===== src/rtl/rtcirq_pkg.sv =====
package rtcirq_pkg;
   // Source order inside the flag vector: highest index is the periodic source
   localparam int unsigned SRC_UPDATE   = 0;
   localparam int unsigned SRC_ALARM    = 1;
   localparam int unsigned SRC_PERIODIC = 2;

   // True when any enabled bit of a vector is set
   function automatic logic any_armed(input logic [31:0] bits, input logic [31:0] mask);
      return |(bits & mask);
   endfunction
endpackage


===== src/rtl/rtcirq_flag_cell.sv =====
module rtcirq_flag_cell (
   input  logic clk_i,
   input  logic rst_i,
   input  logic evt_i,
   input  logic clr_i,
   output logic flag_o
);
   logic flag_q;

   always_ff @(posedge clk_i) begin
      if (rst_i)      flag_q <= 1'b0;
      else if (clr_i) flag_q <= evt_i;
      else            flag_q <= flag_q | evt_i;
   end

   assign flag_o = flag_q;

   // an event always leaves the flag set, read or not
   a_r1_latch_evt: assert property (@(posedge clk_i) disable iff (rst_i)
      evt_i |=> flag_o);
   // a set flag survives a cycle without a read
   a_r2_sticky: assert property (@(posedge clk_i) disable iff (rst_i)
      (flag_o && !clr_i) |=> flag_o);
   // a read without a coincident event empties the flag
   a_r6_clear: assert property (@(posedge clk_i) disable iff (rst_i)
      (clr_i && !evt_i) |=> !flag_o);
endmodule


===== src/rtl/rtcirq_summary.sv =====
module rtcirq_summary #(
   parameter int unsigned NUM_SRC = 3
) (
   input  logic               clk_i,
   input  logic               rst_i,
   input  logic               clr_i,
   input  logic [NUM_SRC-1:0] evt_i,
   input  logic [NUM_SRC-1:0] flags_i,
   input  logic [NUM_SRC-1:0] en_i,
   output logic               irqf_o,
   output logic               irq_o
);
   import rtcirq_pkg::*;

   logic [NUM_SRC-1:0] flags_nxt;
   logic               hit;
   logic               irqf_nxt;
   logic               irqf_q;
   logic               irq_q;

   always_comb begin
      flags_nxt = clr_i ? evt_i : (flags_i | evt_i);
      hit       = any_armed(32'(flags_nxt), 32'(en_i));
      irqf_nxt  = clr_i ? hit : (irqf_q | hit);
   end

   always_ff @(posedge clk_i) begin
      if (rst_i) begin
         irqf_q <= 1'b0;
         irq_q  <= 1'b0;
      end else begin
         irqf_q <= irqf_nxt;
         irq_q  <= irqf_nxt & hit;
      end
   end

   assign irqf_o = irqf_q;
   assign irq_o  = irq_q;

   // request never stands without the summary bit
   a_r5_irq_needs_irqf: assert property (@(posedge clk_i) disable iff (rst_i)
      irq_o |-> irqf_o);
   // the summary bit rises only from an enabled flag or event
   a_r3_rise_cause: assert property (@(posedge clk_i) disable iff (rst_i)
      $rose(irqf_o) |-> $past(|((evt_i | flags_i) & en_i)));
   // with all enables off the request is low on the next cycle
   a_r5_drop_when_masked: assert property (@(posedge clk_i) disable iff (rst_i)
      (en_i == '0) |=> !irq_o);
endmodule


===== src/rtl/rtc_irq_status.sv =====
module rtc_irq_status #(
   parameter int unsigned NUM_SRC  = 3,
   parameter int unsigned BYTE_W   = 8,
   parameter int unsigned FLAG_LSB = 4
) (
   input  logic              clk_i,
   input  logic              rst_i,
   input  logic [2:0]        evt_i,
   input  logic [7:0]        ctrl_i,
   input  logic              rd_i,
   output logic [7:0]        status_o,
   output logic              irq_o
);
   localparam int unsigned SUM_POS  = FLAG_LSB + NUM_SRC;
   localparam int unsigned FLAG_MSB = SUM_POS - 1;

   generate
      if (SUM_POS >= BYTE_W) begin : g_bad_layout
         $error("rtc_irq_status: flags and summary bit do not fit in the byte");
      end
      if (NUM_SRC != 3) begin : g_bad_src
         $error("rtc_irq_status: port list carries exactly three sources");
      end
      if (BYTE_W != 8) begin : g_bad_width
         $error("rtc_irq_status: status and control ports are byte wide");
      end
   endgenerate

   logic [NUM_SRC-1:0] flags;
   logic [NUM_SRC-1:0] en;
   logic               irqf;

   assign en = ctrl_i[FLAG_MSB:FLAG_LSB];

   generate
      for (genvar i = 0; i < NUM_SRC; i++) begin : g_flag
         rtcirq_flag_cell u_cell (
            .clk_i (clk_i),
            .rst_i (rst_i),
            .evt_i (evt_i[i]),
            .clr_i (rd_i),
            .flag_o(flags[i])
         );
      end
   endgenerate

   rtcirq_summary #(.NUM_SRC(NUM_SRC)) u_sum (
      .clk_i  (clk_i),
      .rst_i  (rst_i),
      .clr_i  (rd_i),
      .evt_i  (evt_i),
      .flags_i(flags),
      .en_i   (en),
      .irqf_o (irqf),
      .irq_o  (irq_o)
   );

   always_comb begin
      status_o                   = '0;
      status_o[SUM_POS]          = irqf;
      status_o[FLAG_MSB:FLAG_LSB] = flags;
   end

   // a reset edge leaves everything clear
   a_r9_reset_clear: assert property (@(posedge clk_i)
      rst_i |=> (status_o == '0 && !irq_o));
   // a request implies a latched flag that was enabled
   a_r4_irq_has_source: assert property (@(posedge clk_i) disable iff (rst_i)
      irq_o |-> |(status_o[FLAG_MSB:FLAG_LSB] & $past(en)));
   // bit 7 is set by the first edge that sees a latched flag enabled
   a_r3_armed_sets_sum: assert property (@(posedge clk_i) disable iff (rst_i)
      (|(status_o[FLAG_MSB:FLAG_LSB] & en) && !rd_i) |=> status_o[SUM_POS]);
endmodule


===== config.mk =====
export PLATFORM = sky130hd
export DESIGN_NAME = rtc_irq_status
export DESIGN_NICKNAME = d
export VERILOG_FILES = /design/src/rtl/rtcirq_pkg.sv /design/src/rtl/rtcirq_flag_cell.sv /design/src/rtl/rtcirq_summary.sv /design/src/rtl/rtc_irq_status.sv
export SDC_FILE = /design/constraint.sdc
export NUM_CORES = 1
export LEC_CHECK = 0
export BUFFER_PORTS_ARGS = -buffer_cell sky130_fd_sc_hd__buf_2
export CAP_MARGIN = 20
export CORE_AREA = 2 2 39 41
export CTS_CLUSTER_SIZE = 14
export DETAILED_ROUTE_END_ITERATION = 8
export DIE_AREA = 0 0 41 43
export SLEW_MARGIN = 20
export SYNTH_ARGS = -nofsm -noshare
export SYNTH_HDL_FRONTEND = slang
export SYNTH_SLANG_ARGS = --single-unit
export TNS_END_PERCENT = 100

===== constraint.sdc =====
create_clock -name clk_i -period 0.8 [get_ports clk_i]
set_input_delay 0.16 -clock clk_i [delete_from_list [all_inputs] [get_ports clk_i]]
set_output_delay 0.16 -clock clk_i [all_outputs]
set_load 0.1 [all_outputs]

After elaboration in Yosys (flattened, before gate mapping)
Cells that the tools add are included. W data, S select, Z words.

Logic and storage cells: 18. ROM bits: 0. Output and inout port bits: 9. Memory bits (writable): 0. Bits in latches: 0. Memories: 0. Register bits: 5.

Mux-type cells: 5. $add $sub $neg: 0. Multipliers: 0. Shift-type cells: 0. Div/mod/pow operators: 0. Magnitude comparators: 0. Bitwise operators: 7. Eq/ne operators: 0. Reduce and logical (&&, ||, !) cells: 1.

Operators with widths (number): $reduce_or A32 Y1 (1); $mux W1 (4); $or A1 B1 Y1 (4); $and A3 B3 Y3 (1); $mux W3 (1); $or A3 B3 Y3 (1); $and A1 B1 Y1 (1).

Logic depth before layout (Yosys ltp)
Depth after elaboration: 7. Depth in mapped cells: 3. Gate-level depth less buffers: 3.

By module
A second synthesis with hierarchy kept.

Cells, all modules: 29. Area total of the unflattened synthesis: 264.0 um^2.

By module, submodules not included: rtcirq_flag_cell (cells each 4, area an instance 38.8 um^2, instances 3); rtcirq_summary (cells each 11, area an instance 106.4 um^2, instances 1); rtc_irq_status (cells each 6, area an instance 41.3 um^2, instances 1).

Least setup slack after synthesis
Ideal clock, no wire load.

Path kind: reg-to-output. From: register u_sum.irq_q, in the netlist u_sum.irq_o. To: output irq_o. Setup slack: -269 ps. Data required time: 640 ps. Stages on the path, launching flop included: 1. Data arrival time: 909 ps. Path through: dfxtp_1.

RTL lines: start, declared (RTL line rtcirq_summary.sv:19) `logic irq_q;`; start signal, assigned (RTL line rtcirq_summary.sv:33) `irq_q <= irqf_nxt & hit;`; end, declared (RTL line rtc_irq_status.sv:12) `output logic irq_o`.

No word-level cell between the ends.

Worst setup path in the final report
From: register g_flag[1].u_cell.flag_q. To: output status_o[5].

RTL lines: start, declared (RTL line rtcirq_flag_cell.sv:8) `logic flag_q;`; start signal, assigned (RTL line rtcirq_flag_cell.sv:12) `else if (clr_i) flag_q <= evt_i;`; start signal, assigned (RTL line rtcirq_flag_cell.sv:13) `else flag_q <= flag_q | evt_i;`; end, declared (RTL line rtc_irq_status.sv:11) `output logic [7:0] status_o,`.

No word-level cell between the ends.

==> run_results.csv <==
group,metric,value,unit
status,outcome,"complete, but fails checks",
status,violations,"setup timing",
yosys,synthTopCellsByArea,"dfxtp_1 (37%), buf_4 (22%), o21ai_2 (9.8%)",
placed_design,portBuffers,13,
finish,num-fill-cells,145,
worst_hold_path,hp-class,"primary input to flop",
timing,finalCritPeriodShare,123,%
placed_design,place_congestion,0.679,
yosys,yosys_warnings,0,
floorplanning,dieArea,1760,µm²
placed_design,dpl.hpwl,421,µm
yosys,synth_edf_count,0,
grt,grt_max_degree,6,
floorplanning,io_pins,23,
clock_network,cts_tree,"built",
route,ant_nets,0,
run,cap_violations,0,
timing,drv_slew,0,
yosys,yosysSeqAreaShare,37.4,%
route,firstDrtPassIters,3,
finish,multiInputGateArea,129,µm²
finish,drive_gt1_share,71.1,%
grt,antenna_found_initial,0,
yosys,synth.cell_area,268,µm²
route,drc,0,
finish,final_cells,61,
yosys,synthTopCellsByCount,"buf_4 (8), nor2_1 (6), dfxtp_1 (5)",
pwr,power_leakage,0.205,nW
worst_setup_path,r2r_start,"g_flag[1].u_cell.flag_o",
worst_setup_path,crit_path_cell_trace,"buf_6 > buf_12",
clock_network,clock_latency,240,ps
worst_setup_path,worst-r2r-setup-slack,-70,ps
worst_hold_path,min_from,"rst_i",
worst_setup_path,timing.rr.end,"u_sum.irqf_o",
finish,ff_latch_area,106,µm²
finish,synthToLayoutAreaGrowth,72.9,%
timing,skew,0.956,ps
pwr,p_per_area,2120,nW/µm²
worst_setup_path,worstPathBufferInverterCount,2,
worst_setup_path,crit_family,"flip-flops",
timing,setup-violations-final,7,
floorplanning,core_area,1380,µm²
worst_setup_path,cp-end-kind,"output pin",
worst_setup_path,cp_max_fo,2,
clock_network,cts_buffer_depth,2,
worst_setup_path,worst-r2r-cell-count,3,
route,wl,507,µm
yosys,synthesis.instances,29,
worst_hold_path,holdPathStages,2,
pwr,peakVddDrop,0.000698,V
placed_design,placed_cells,56,
clock_network,clkSinkCount,5,
grt,first_global_vias,231,
finish,n_antenna_cell,0,
yosys,synth-seq-cells,5,
yosys,yosys.area.top_type_share,37.4,%
floorplanning,die_w,41,µm
timing,fin_ws,-184,ps
clock_network,htreeDepth,1,
pwr,p_total,0.000982,W
grt,grt_pass1_wl,841,µm
worst_setup_path,cp.required,640,ps
floorplanning,rows,14,
grt,track_usage,7.44,%
timing,max_clock_freq,1020,MHz
yosys,synth.most_common_cell,"buf_4",
clock_network,cts_buffers,3,
floorplanning,die-height,43,µm
yosys,synthArstFlopShare,0,%
timing,hold_viol_final,0,
yosys,yosysUniqueCellTypes,10,
finish,nets,60,
route,wl_per_cell,8.31,µm
worst_setup_path,crit_slowest_cell,"dfxtp_2",
worst_setup_path,critical-path-max-stage-delay,330,ps
grt,grt-ovfl-total,0,
worst_setup_path,crit_arrival,820,ps
timing,post-route-min-period,984,ps
route,drtIter0Drc,2,
route,route.vias.total,219,
yosys,syn_avg_cell_area,9.23,µm²
clock_network,cts_root_buf,"clkbuf_4",
floorplanning,start_util,19.3,%
clock_network,path_clk_slew,40,ps
yosys,synth_top_flop_cell,"dfxtp_1",
worst_hold_path,min_to,"u_sum.irqf_o",
timing,grt_setup_unrepaired,"true",
worst_setup_path,start_kind,"flop",
route,vias_per_cell,3.59,
worst_setup_path,critPathKind,"flop to output pin",
yosys,synth_largest_area_cell,"dfxtp_1",
-- registers in the layout, summed over array words and instances, names as in the netlist --
register              count
u_sum.irq_o               1
u_sum.irqf_o              1
g_flag.u_cell.flag_o      3
-- area by class of cell --
class                           count  area share [%]
Clock buffer                        4            5.68
Multi-Input combinational cell     19            27.8
Tap cell                           16            4.32
Timing Repair Buffer               17            39.2
Sequential cell                     5            23.0
-- cell families (layout without fill, tap and decap cells) --
| family | count (synthesis) | in the layout | synth area share, % |
|---|---|---|---|
| simple gates | 10 | 10 | 20.6 |
| buf+inv | 8 | 21 | 22.4 |
| compound gates | 5 | 5 | 18.2 |
| flops | 5 | 5 | 37.4 |
| other cells | 1 | 4 | 1.40 |
-- routing by layer --
| metal | global-route usage [%] | part of all wire [%] | vias to the layer above |
|---|---|---|---|
| li1 | - | - | 114 |
| met1 | 9.35 | 43 | 95 |
| met2 | 9.38 | 49 | 10 |
| met3 | 3.14 | 7.9 | 0 |
| met4 | 6.00 | 0 | 0 |
| met5 | 0 | 0 | - |
-- worst max-delay path by stage --
stage                         to                    start  depth (start not counted)
floorplan           u_sum.irqf_o  g_flag[1].u_cell.flag_o                          3
finish               status_o[5]  g_flag[1].u_cell.flag_o                          2
CTS                  status_o[5]  g_flag[1].u_cell.flag_o                          2
global route         status_o[6]  g_flag[2].u_cell.flag_o                          2
detailed placement  u_sum.irqf_o  g_flag[1].u_cell.flag_o                          3
global placement    u_sum.irqf_o  g_flag[1].u_cell.flag_o                          3
-- power breakdown --
group | internal, W | total (W) | leakage [nW] | switching, W
combinational | 0.000132 | 0.000402 | 0.147 | 0.000269
sequential | 0.000273 | 0.000287 | 0.0429 | 0.0000144
clock | 0.000189 | 0.000293 | 0.0150 | 0.000104
total | 0.000594 | 0.000982 | 0.205 | 0.000388
-- per-stage QoR --
step | setup WS [ps] | hold WS [ps] | setup TNS [ps] | area, µm² | util [%]
after CTS | -184 | 138 | -906 | 458 | 33.1
after floorplan | 2.97 | 222 | 0 | 285 | -
after global placement | -36.5 | 392 | -52.5 | 408 | 29.5
final | -184 | 143 | -862 | 463 | 33.5
after detailed placement | -48.9 | 401 | -82.7 | 408 | 29.5
after global routing | -210 | 143 | -1100 | 463 | 33.5
-- cells in the final DEF (no fill, tap or decap), drive strengths merged --
cell type | Yosys | final
clkbuf | 0 | 4
conb | 1 | 4
nand2b | 1 | 1
o21ai | 3 | 3
a31oi | 1 | 1
dfxtp | 5 | 5
a41oi | 1 | 1
nor2b | 3 | 3
buf | 8 | 17
nor2 | 6 | 6
-- repair_timing --
action                     4_1_cts  5_1_grt
cloned                           0        0
resized for setup                7        1
setup endpoints to repair        7        7
pin swaps                        1        2
setup buffers                    1        0
hold buffers                     0        0
hold endpoints to repair         0        0
(Power assumes the default switching activity.)
